--- config.mk ---
export PLATFORM = sky130hd
export DESIGN_NAME = cmdbuf_ctrl_regs
export DESIGN_NICKNAME = d
export VERILOG_FILES = /design/src/rtl/cmdbuf_pkg.sv /design/src/rtl/cmdbuf_locality.sv /design/src/rtl/cmdbuf_handshake.sv /design/src/rtl/cmdbuf_rdport.sv /design/src/rtl/cmdbuf_ctrl_regs.sv
export SDC_FILE = /design/constraint.sdc
export NUM_CORES = 1
export LEC_CHECK = 0
export BUFFER_PORTS_ARGS = -buffer_cell sky130_fd_sc_hd__buf_2
export CAP_MARGIN = 20
export CORE_AREA = 2 2 60 84
export CTS_BUF_LIST = sky130_fd_sc_hd__clkbuf_4
export DETAILED_ROUTE_END_ITERATION = 6
export DIE_AREA = 0 0 62 86
export PLACE_DENSITY = 0.95
export SETUP_SLACK_MARGIN = 0.5
export SYNTH_ARGS = -nofsm -noshare
export SYNTH_HDL_FRONTEND = slang
export SYNTH_SLANG_ARGS = --single-unit
export TNS_END_PERCENT = 50
--- constraint.sdc ---
create_clock -name clk -period 3.77 [get_ports clk]
set_input_delay 0.377 -clock clk [delete_from_list [all_inputs] [get_ports clk]]
set_output_delay 0.377 -clock clk [all_outputs]
set_load 0.03 [all_outputs]
--- src/rtl/cmdbuf_pkg.sv ---
package cmdbuf_pkg;
   localparam int OFS_W = 12;

   localparam logic [OFS_W-1:0] OFS_LOC_STATE = 12'h000;
   localparam logic [OFS_W-1:0] OFS_LOC_CTRL  = 12'h008;
   localparam logic [OFS_W-1:0] OFS_LOC_STS   = 12'h00C;
   localparam logic [OFS_W-1:0] OFS_IF_ID     = 12'h030;
   localparam logic [OFS_W-1:0] OFS_IF_VEND   = 12'h034;
   localparam logic [OFS_W-1:0] OFS_CTRL_REQ  = 12'h040;
   localparam logic [OFS_W-1:0] OFS_CTRL_STS  = 12'h044;
   localparam logic [OFS_W-1:0] OFS_CANCEL    = 12'h048;
   localparam logic [OFS_W-1:0] OFS_START     = 12'h04C;
   localparam logic [OFS_W-1:0] OFS_CMD_SIZE  = 12'h058;
   localparam logic [OFS_W-1:0] OFS_CMD_ADDR  = 12'h05C;
   localparam logic [OFS_W-1:0] OFS_RSP_SIZE  = 12'h064;
   localparam logic [OFS_W-1:0] OFS_RSP_ADDR  = 12'h068;
   localparam logic [OFS_W-1:0] OFS_DATA      = 12'h080;

   localparam logic [31:0] LOC_CMD_REQUEST = 32'd1;
   localparam logic [31:0] LOC_CMD_RELEASE = 32'd2;
   localparam logic [31:0] CTRL_CMD_READY  = 32'd1;
   localparam logic [31:0] CTRL_CMD_IDLE   = 32'd2;
   localparam logic [31:0] CMD_INVOKE      = 32'd1;

   localparam logic [7:0] NO_LOCALITY = 8'hFF;

   typedef struct packed {
      logic assigned;
      logic granted;
      logic seized;
   } own_state_t;

   function automatic logic [31:0] build_if_id();
      logic [31:0] v;
      v        = '0;
      v[3:0]   = 4'd1;   // buffer interface active
      v[7:4]   = 4'd1;   // interface version 1
      v[8]     = 1'b0;   // single locality
      v[9]     = 1'b0;   // fast idle
      v[12:11] = 2'b11;  // transfer size code
      v[13]    = 1'b0;   // no FIFO interface
      v[14]    = 1'b1;   // buffer interface supported
      v[18:17] = 2'b01;  // selector
      v[27:24] = 4'd0;   // revision
      return v;
   endfunction
endpackage

--- src/rtl/cmdbuf_locality.sv ---
module cmdbuf_locality
   import cmdbuf_pkg::*;
(
   input  logic        clk,
   input  logic        rst_n,
   input  logic        ctrl_wr,
   input  logic [31:0] wval,
   output own_state_t  own
);
   always_ff @(posedge clk or negedge rst_n) begin
      if (!rst_n) begin
         own <= '0;
      end else if (ctrl_wr) begin
         if (wval == LOC_CMD_REQUEST) begin
            own.granted  <= 1'b1;
            own.seized   <= 1'b0;
            own.assigned <= 1'b1;
         end else if (wval == LOC_CMD_RELEASE) begin
            own.assigned <= 1'b0;
            own.granted  <= 1'b0;
         end
      end
   end
endmodule

--- src/rtl/cmdbuf_handshake.sv ---
module cmdbuf_handshake
   import cmdbuf_pkg::*;
#(
   parameter int BUF_BYTES = 3968,
   parameter int LEN_W     = 12
) (
   input  logic             clk,
   input  logic             rst_n,
   input  logic             ctrl_wr,
   input  logic             start_wr,
   input  logic             cancel_wr,
   input  logic [31:0]      wval,
   input  logic             loc_ok,
   input  logic             req_ready,
   input  logic [31:0]      hdr_len,
   input  logic             done,
   input  logic             done_err,
   output logic             idle,
   output logic             fatal,
   output logic             start_bit,
   output logic             req_valid,
   output logic [LEN_W-1:0] req_len,
   output logic             cancel
);
   localparam logic [31:0]      BUF_W32 = 32'(BUF_BYTES);
   localparam logic [LEN_W-1:0] BUF_LEN = LEN_W'(BUF_BYTES);

   logic             accept;
   logic [LEN_W-1:0] clamped;

   assign accept  = start_wr && (wval == CMD_INVOKE) && !start_bit && loc_ok;
   assign clamped = (hdr_len > BUF_W32) ? BUF_LEN : hdr_len[LEN_W-1:0];

   always_ff @(posedge clk or negedge rst_n) begin
      if (!rst_n) begin
         idle      <= 1'b1;
         fatal     <= 1'b0;
         start_bit <= 1'b0;
         req_valid <= 1'b0;
         req_len   <= '0;
         cancel    <= 1'b0;
      end else begin
         cancel <= cancel_wr && (wval == CMD_INVOKE) && start_bit;
         if (ctrl_wr) begin
            if (wval == CTRL_CMD_READY)     idle <= 1'b0;
            else if (wval == CTRL_CMD_IDLE) idle <= 1'b1;
         end
         if (req_valid && req_ready) req_valid <= 1'b0;
         if (done) begin
            start_bit <= 1'b0;
            if (done_err) fatal <= 1'b1;
         end else if (accept) begin
            start_bit <= 1'b1;
            req_valid <= 1'b1;
            req_len   <= clamped;
         end
      end
   end
endmodule

--- src/rtl/cmdbuf_rdport.sv ---
module cmdbuf_rdport #(
   parameter bit REG_READ = 1'b1
) (
   input  logic        clk,
   input  logic        rst_n,
   input  logic        rd_en,
   input  logic [31:0] word,
   input  logic [1:0]  lane,
   output logic [31:0] rdata
);
   logic [31:0] shifted;
   assign shifted = word >> {lane, 3'b000};

   if (REG_READ) begin : g_reg
      always_ff @(posedge clk or negedge rst_n) begin
         if (!rst_n)     rdata <= '0;
         else if (rd_en) rdata <= shifted;
      end
   end else begin : g_comb
      assign rdata = rd_en ? shifted : '0;
   end
endmodule

--- src/rtl/cmdbuf_ctrl_regs.sv ---
module cmdbuf_ctrl_regs
   import cmdbuf_pkg::*;
#(
   parameter int          ADDR_W    = 16,
   parameter int          BUF_BYTES = 3968,
   parameter logic [31:0] BASE_ADDR = 32'h4000_0000,
   parameter logic [15:0] IF_VENDOR = 16'h0001,
   parameter bit          REG_READ  = 1'b1,
   parameter int          LEN_W     = $clog2(BUF_BYTES + 1)
) (
   input  logic              clk,
   input  logic              rst_n,
   input  logic              wr_en,
   input  logic              rd_en,
   input  logic [ADDR_W-1:0] addr,
   input  logic [1:0]        size,
   input  logic [31:0]       wdata,
   output logic [31:0]       rdata,
   output logic              req_valid,
   input  logic              req_ready,
   output logic [LEN_W-1:0]  req_len,
   input  logic [31:0]       hdr_len,
   output logic              cancel,
   input  logic              done,
   input  logic              done_err,
   input  logic              established
);
   localparam int          LOC_LSB    = OFS_W;
   localparam logic [31:0] BUF_ADDR   = BASE_ADDR + 32'(OFS_DATA);
   localparam logic [31:0] BUF_SIZE   = 32'(BUF_BYTES);
   localparam logic [31:0] IF_ID      = build_if_id();
   localparam logic [3:0]  ACTIVE_LOC = 4'd0;

   if (ADDR_W < LOC_LSB + 4) begin : g_bad_addr
      $error("ADDR_W must cover the locality field");
   end
   if (BUF_BYTES < 16 || BUF_BYTES > (1 << OFS_W) - int'(OFS_DATA)) begin : g_bad_buf
      $error("BUF_BYTES out of range");
   end
   if (LEN_W < $clog2(BUF_BYTES + 1)) begin : g_bad_len
      $error("LEN_W too narrow for BUF_BYTES");
   end

   logic [OFS_W-1:0] ofs;
   logic [31:0]      wmask, wval, word;
   logic [7:0]       active_code;
   own_state_t       own;
   logic             loc_assigned, loc_granted;
   logic             idle_bit, fatal_bit, start_bit;

   assign ofs = addr[OFS_W-1:0];

   always_comb begin
      unique case (size)
         2'd0:    wmask = 32'h0000_00FF;
         2'd1:    wmask = 32'h0000_FFFF;
         2'd2:    wmask = 32'h00FF_FFFF;
         default: wmask = 32'hFFFF_FFFF;
      endcase
   end
   assign wval = wdata & wmask;

   assign loc_assigned = own.assigned;
   assign loc_granted  = own.granted;
   assign active_code  = loc_assigned ? {4'd0, ACTIVE_LOC} : NO_LOCALITY;

   cmdbuf_locality u_loc (
      .clk     (clk),
      .rst_n   (rst_n),
      .ctrl_wr (wr_en && ofs == OFS_LOC_CTRL),
      .wval    (wval),
      .own     (own)
   );

   cmdbuf_handshake #(.BUF_BYTES(BUF_BYTES), .LEN_W(LEN_W)) u_hs (
      .clk       (clk),
      .rst_n     (rst_n),
      .ctrl_wr   (wr_en && ofs == OFS_CTRL_REQ),
      .start_wr  (wr_en && ofs == OFS_START),
      .cancel_wr (wr_en && ofs == OFS_CANCEL),
      .wval      (wval),
      .loc_ok    (active_code == {4'd0, addr[LOC_LSB+3:LOC_LSB]}),
      .req_ready (req_ready),
      .hdr_len   (hdr_len),
      .done      (done),
      .done_err  (done_err),
      .idle      (idle_bit),
      .fatal     (fatal_bit),
      .start_bit (start_bit),
      .req_valid (req_valid),
      .req_len   (req_len),
      .cancel    (cancel)
   );

   always_comb begin
      unique case ({ofs[OFS_W-1:2], 2'b00})
         OFS_LOC_STATE: word = {24'd0, 1'b1, 1'b0, ACTIVE_LOC, loc_assigned, ~established};
         OFS_LOC_STS:   word = {30'd0, own.seized, loc_granted};
         OFS_IF_ID:     word = IF_ID;
         OFS_IF_VEND:   word = {16'd0, IF_VENDOR};
         OFS_CTRL_STS:  word = {30'd0, idle_bit, fatal_bit};
         OFS_START:     word = {31'd0, start_bit};
         OFS_CMD_SIZE:  word = BUF_SIZE;
         OFS_CMD_ADDR:  word = BUF_ADDR;
         OFS_RSP_SIZE:  word = BUF_SIZE;
         OFS_RSP_ADDR:  word = BUF_ADDR;
         default:       word = '0;
      endcase
   end

   cmdbuf_rdport #(.REG_READ(REG_READ)) u_rd (
      .clk   (clk),
      .rst_n (rst_n),
      .rd_en (rd_en),
      .word  (word),
      .lane  (ofs[1:0]),
      .rdata (rdata)
   );
endmodule

==> parameters.txt <==
Parameter                              Value

Critical path
  Setup slack on the worst flop-to-flop path ... 1.47 ns
  Kind of start point of the critical path ... input port
  Slowest CP cell ... sky130_fd_sc_hd__a2111oi_4
  Maximum single-stage delay on the critical path ... 0.98 ns
  Arrival time of data at the critical path endpoint ... 2.62 ns
  Crit path cell chain ... buf_2, nor4_1, a41oi_1, a2111oi_4, nand2_2, a21o_1
  Path depth of the worst reg2reg path ... 5
  Reg-to-Reg Start ... u_hs.start_bit
  Worst R2R End ... u_hs.req_len[1]
  Largest driver fanout on the critical path ... 23
  CP endpoint kind ... register
  Number of buffer and inverter instances along the worst setup path ... 1
  Crit-path leading delay family ... compound AO/OA/AOI/OAI gates
  Worst path required time ... 4.01 ns
  Worst Setup Path Type ... input port to register

Logic synthesis
  Part of the Yosys area used for sequential elements ... 0.388
  Yosys warnings ... 0
  Synth Cell Area ... 0.00207 mm²
  Async set-reset flop share out of synthesis ... 1.00
  Post-synth cell types ... 54
  Top FF cell, synth ... sky130_fd_sc_hd__dfrtp_1
  Synth area leaders ... sky130_fd_sc_hd__dfrtp_1 37%, sky130_fd_sc_hd__buf_4 6.9%, sky130_fd_sc_hd__nor4_1 3.9%
  Xor/xnor cell area share of the yosys netlist ... 0
  Register bit count reported by yosys ... 32
  Instance count of the mapped netlist ... 221
  Synthesized-area fraction occupied by adder cells ... 0
  Mux share of post-synthesis cell area ... 0.0103
  Post-Synth Simple-Gate Area ... 0.249
  Synth top area share ... 0.375
  Number of synthesized flops with an enable pin ... 0
  Mean post-synth cell area ... 9.36 µm²
  Main combinational cell family by area after synthesis ... simple AND/OR/NAND/NOR gates
  Compound-gate portion of the synthesized area ... 0.225
  Cell taking the most area after synthesis ... sky130_fd_sc_hd__dfrtp_1

Clocking
  Clock sink count ... 32
  Setup fix buffers added after clock tree synthesis ... 0
  Worst-skew pair later-pin latency ... 0.35 ns
  Longest Clk Path Bufs ... 2
  Num CTS Buffers ... 5
  Number of hold-repair buffers added at the cts stage ... 0
  Total of cells resized after clock tree synthesis ... 0
  Clk slew on worst S/H paths ... 0.10 ns
  H-Tree Depth ... 2
  Buffer type at the clock tree root ... sky130_fd_sc_hd__clkbuf_4
  TritonCTS clock tree ... yes

Floorplan
  Die X-Extent ... 62 µm
  Die Outline Area ... 0.00533 mm²
  Row count ... 29
  Initial core utilization ... 0.456
  Top-level port count ... 136
  Die height ... 86 µm
  Core area ... 0.00454 mm²

Timing
  Clock skew ... 0.0107 ns
  Final critical-path share of the clock period ... 0.632
  Max Transition Viols Final ... 0
  Post-route setup TNS ... 0 ns
  Final worst path period need ... 2.38 ns
  Slew headroom ... 0.296
  Final hold violations ... 0
  Slew of the pin with the lowest slew margin ... 1.06 ns
  Total setup violations reported at the end of the flow ... 0
  Setup repair after global routing missed its margin ... no
  Upper clock frequency limit ... 0.419 GHz

Worst hold path
  Tightest Hold Check Type ... input port to async pin

Drt
  Routed vias/inst ... 5.38
  Drt initial violations ... 77
  Residual antenna-violating net count after detailed routing ... 0
  Pre-Repair DR Iteration Count ... 4
  Total length of routed wires ... 5810 µm
  Average wire per standard cell ... 14.7 µm
  Total number of vias ... 2,129
  Residual DRC ... 0

Flow run
  Max-capacitance violation count ... 0

Final layout
  Fin nets ... 423
  Total inserted antenna cells ... 0
  Area growth from synthesis to layout ... 28.2%
  # fillers ... 390
  Post-route insts no fill ... 396
  Share of cells above drive strength 1 ... 0.431

Power
  Net switching power ... 0.000191 W
  Power density normalized to cell area ... 252 mW/mm²
  Share of power burned in registers ... 0.516
  PnR Total Power ... 0.000668 W
  Peak supply drop ... 0.179 mV
  Proportion of total power due to net switching ... 0.287
  Internal Pwr Total ... 0.000476 W
  Clock power share ... 0.302
  Leak pwr ... 1.40 nW
  Logic pwr share ... 0.182

Global route
  Pin count of the biggest net entering global routing ... 33
  Number of antenna violations at the first check in global routing ... 0
  Combined global-route utilization of all metal layers ... 0.226
  Number of global-route vias before repair ... 2,023
  First-pass GRT wire length ... 9000 µm
  Global route total overflow ... 0

Run status
  Run status ... finished clean

Placement
  Number of input and output port buffers inserted ... 119
  Half-perimeter wire length of the detailed placement result ... 4740 µm
  Routability Congestion ... 0.812
  Post-placement cell count ... 388
worst register-to-register path, stage by stage (launching register included):
cell and delay, ns:
sky130_fd_sc_hd__dfrtp_1 0.44, sky130_fd_sc_hd__nor4b_1 0.33, sky130_fd_sc_hd__nand4_1 0.18, sky130_fd_sc_hd__nor3_2 0.72, sky130_fd_sc_hd__nand2_2 0.27, sky130_fd_sc_hd__a21o_1 0.27
routing by layer:
layer | share of wire | GRT usage | vias to the layer above
met5 | 0 | 0 | -
met4 | 0.029 | 0.112 | 0
met3 | 0.066 | 0.0317 | 13
met2 | 0.54 | 0.392 | 109
met1 | 0.36 | 0.258 | 982
li1 | - | - | 1025
registers in the layout, summed over array words and instances, names as in the netlist:
| register | flops |
|---|---|
| u_hs.req_len | 12 |
| u_rd.rdata | 14 |
| u_hs.req_valid | 1 |
| u_hs.fatal | 1 |
| u_hs.cancel | 1 |
| u_loc.own | 1 |
| u_hs.idle | 1 |
| u_hs.start_bit | 1 |
per-stage QoR:
step | hold WS (ns) | area (µm²) | utilization | worst slack (ns)
2_1_floorplan | 0.0814 | 2130 | - | 1.84
3_3_place_gp | 0.462 | 2600 | 0.573 | 1.19
3_5_place_dp | 0.468 | 2600 | 0.573 | 1.01
4_1_cts | 0.0992 | 2650 | 0.585 | 1.38
5_1_grt | 0.134 | 2650 | 0.585 | 1.13
6_report | 0.0600 | 2650 | 0.585 | 1.39
cells in the mapped netlist (all sizes together), types with 2 or more instances:
cell,n
o221ai,2
a21oi,11
nor4bb,2
a41oi,7
a41o,2
a31oi,2
nor2,10
or2,4
or3,2
nand3,2
inv,16
nor3,10
nand2,11
nand4,3
buf,23
nand2b,5
o21ai,9
clkbuf,5
or4,2
o2bb2ai,5
nor4b,3
nor4,14
o211ai,2
and4,8
dfrtp,31
a22o,2
a21o,9
a32oi,2
cell usage in the layout, fill, tap and decap left out, types with 2 or more instances in the layout:
cell type and instances:
sky130_fd_sc_hd__nand2b_1 5, sky130_fd_sc_hd__inv_1 16, sky130_fd_sc_hd__a22o_1 2, sky130_fd_sc_hd__o2bb2ai_1 5
sky130_fd_sc_hd__nor3_1 9, sky130_fd_sc_hd__nor4b_1 3, sky130_fd_sc_hd__nand2_1 10, sky130_fd_sc_hd__conb_1 16
sky130_fd_sc_hd__nor4_1 13, sky130_fd_sc_hd__clkbuf_4 7, sky130_fd_sc_hd__nand4_1 3, sky130_fd_sc_hd__a32oi_1 2
sky130_fd_sc_hd__o221ai_1 2, sky130_fd_sc_hd__nor4bb_1 2, sky130_fd_sc_hd__o211ai_1 2, sky130_fd_sc_hd__o21ai_0 9
sky130_fd_sc_hd__a21o_1 9, sky130_fd_sc_hd__a21oi_1 10, sky130_fd_sc_hd__and4_1 8, sky130_fd_sc_hd__or2_2 4
sky130_fd_sc_hd__a41oi_1 7, sky130_fd_sc_hd__a41o_1 2, sky130_fd_sc_hd__or3_1 2, sky130_fd_sc_hd__nor2_1 9
sky130_fd_sc_hd__dfrtp_1 31, sky130_fd_sc_hd__buf_2 119, sky130_fd_sc_hd__a31oi_1 2, sky130_fd_sc_hd__or4_4 2
final cells by class:
| type | count | area, µm² | area share |
|---|---|---|---|
| Inverter | 16 | 60.1 | 0.0226 |
| Multi-Input combinational cell | 159 | 1060 | 0.400 |
| Tap cell | 62 | 77.6 | 0.0292 |
| Timing Repair Buffer | 119 | 596 | 0.224 |
| Clock buffer | 7 | 52.6 | 0.0198 |
| Clock inverter | 1 | 3.75 | 0.00141 |
| Sequential cell | 32 | 802 | 0.302 |
logic make-up after synthesis:
kind of cell           after synthesis
and+or+nand+nor                     81
buffers and inverters               45
muxes                                2
AOI/OAI and AO/OA                   60
other                                1
DFF                                 32
power by group through the flow:
stage	Sequential, W	Combinational, W	Clock, W
floorplan	0.000353	0.0000672	0
global route	0.000344	0.000136	0.000221
finish	0.000344	0.000122	0.000202
detailed placement	0.000351	0.000121	0
CTS	0.000344	0.000122	0.000205
global placement	0.000351	0.000118	0
how the worst max path moves through the flow:
| stage | startpoint | endpoint | slack [ns] | depth (start not counted) |
|---|---|---|---|---|
| after floorplan | wdata[8] | u_hs.req_len[0] | 1.84 | 6 |
| after global placement | wdata[8] | u_hs.req_len[6] | 1.19 | 6 |
| after detailed placement | wdata[8] | u_hs.req_len[1] | 1.01 | 6 |
| after CTS | wdata[8] | u_hs.req_len[0] | 1.38 | 6 |
| after global routing | wdata[8] | u_hs.req_len[1] | 1.13 | 6 |
| final | wdata[8] | u_hs.req_len[1] | 1.39 | 6 |
Power figures use the tool's default switching activity.
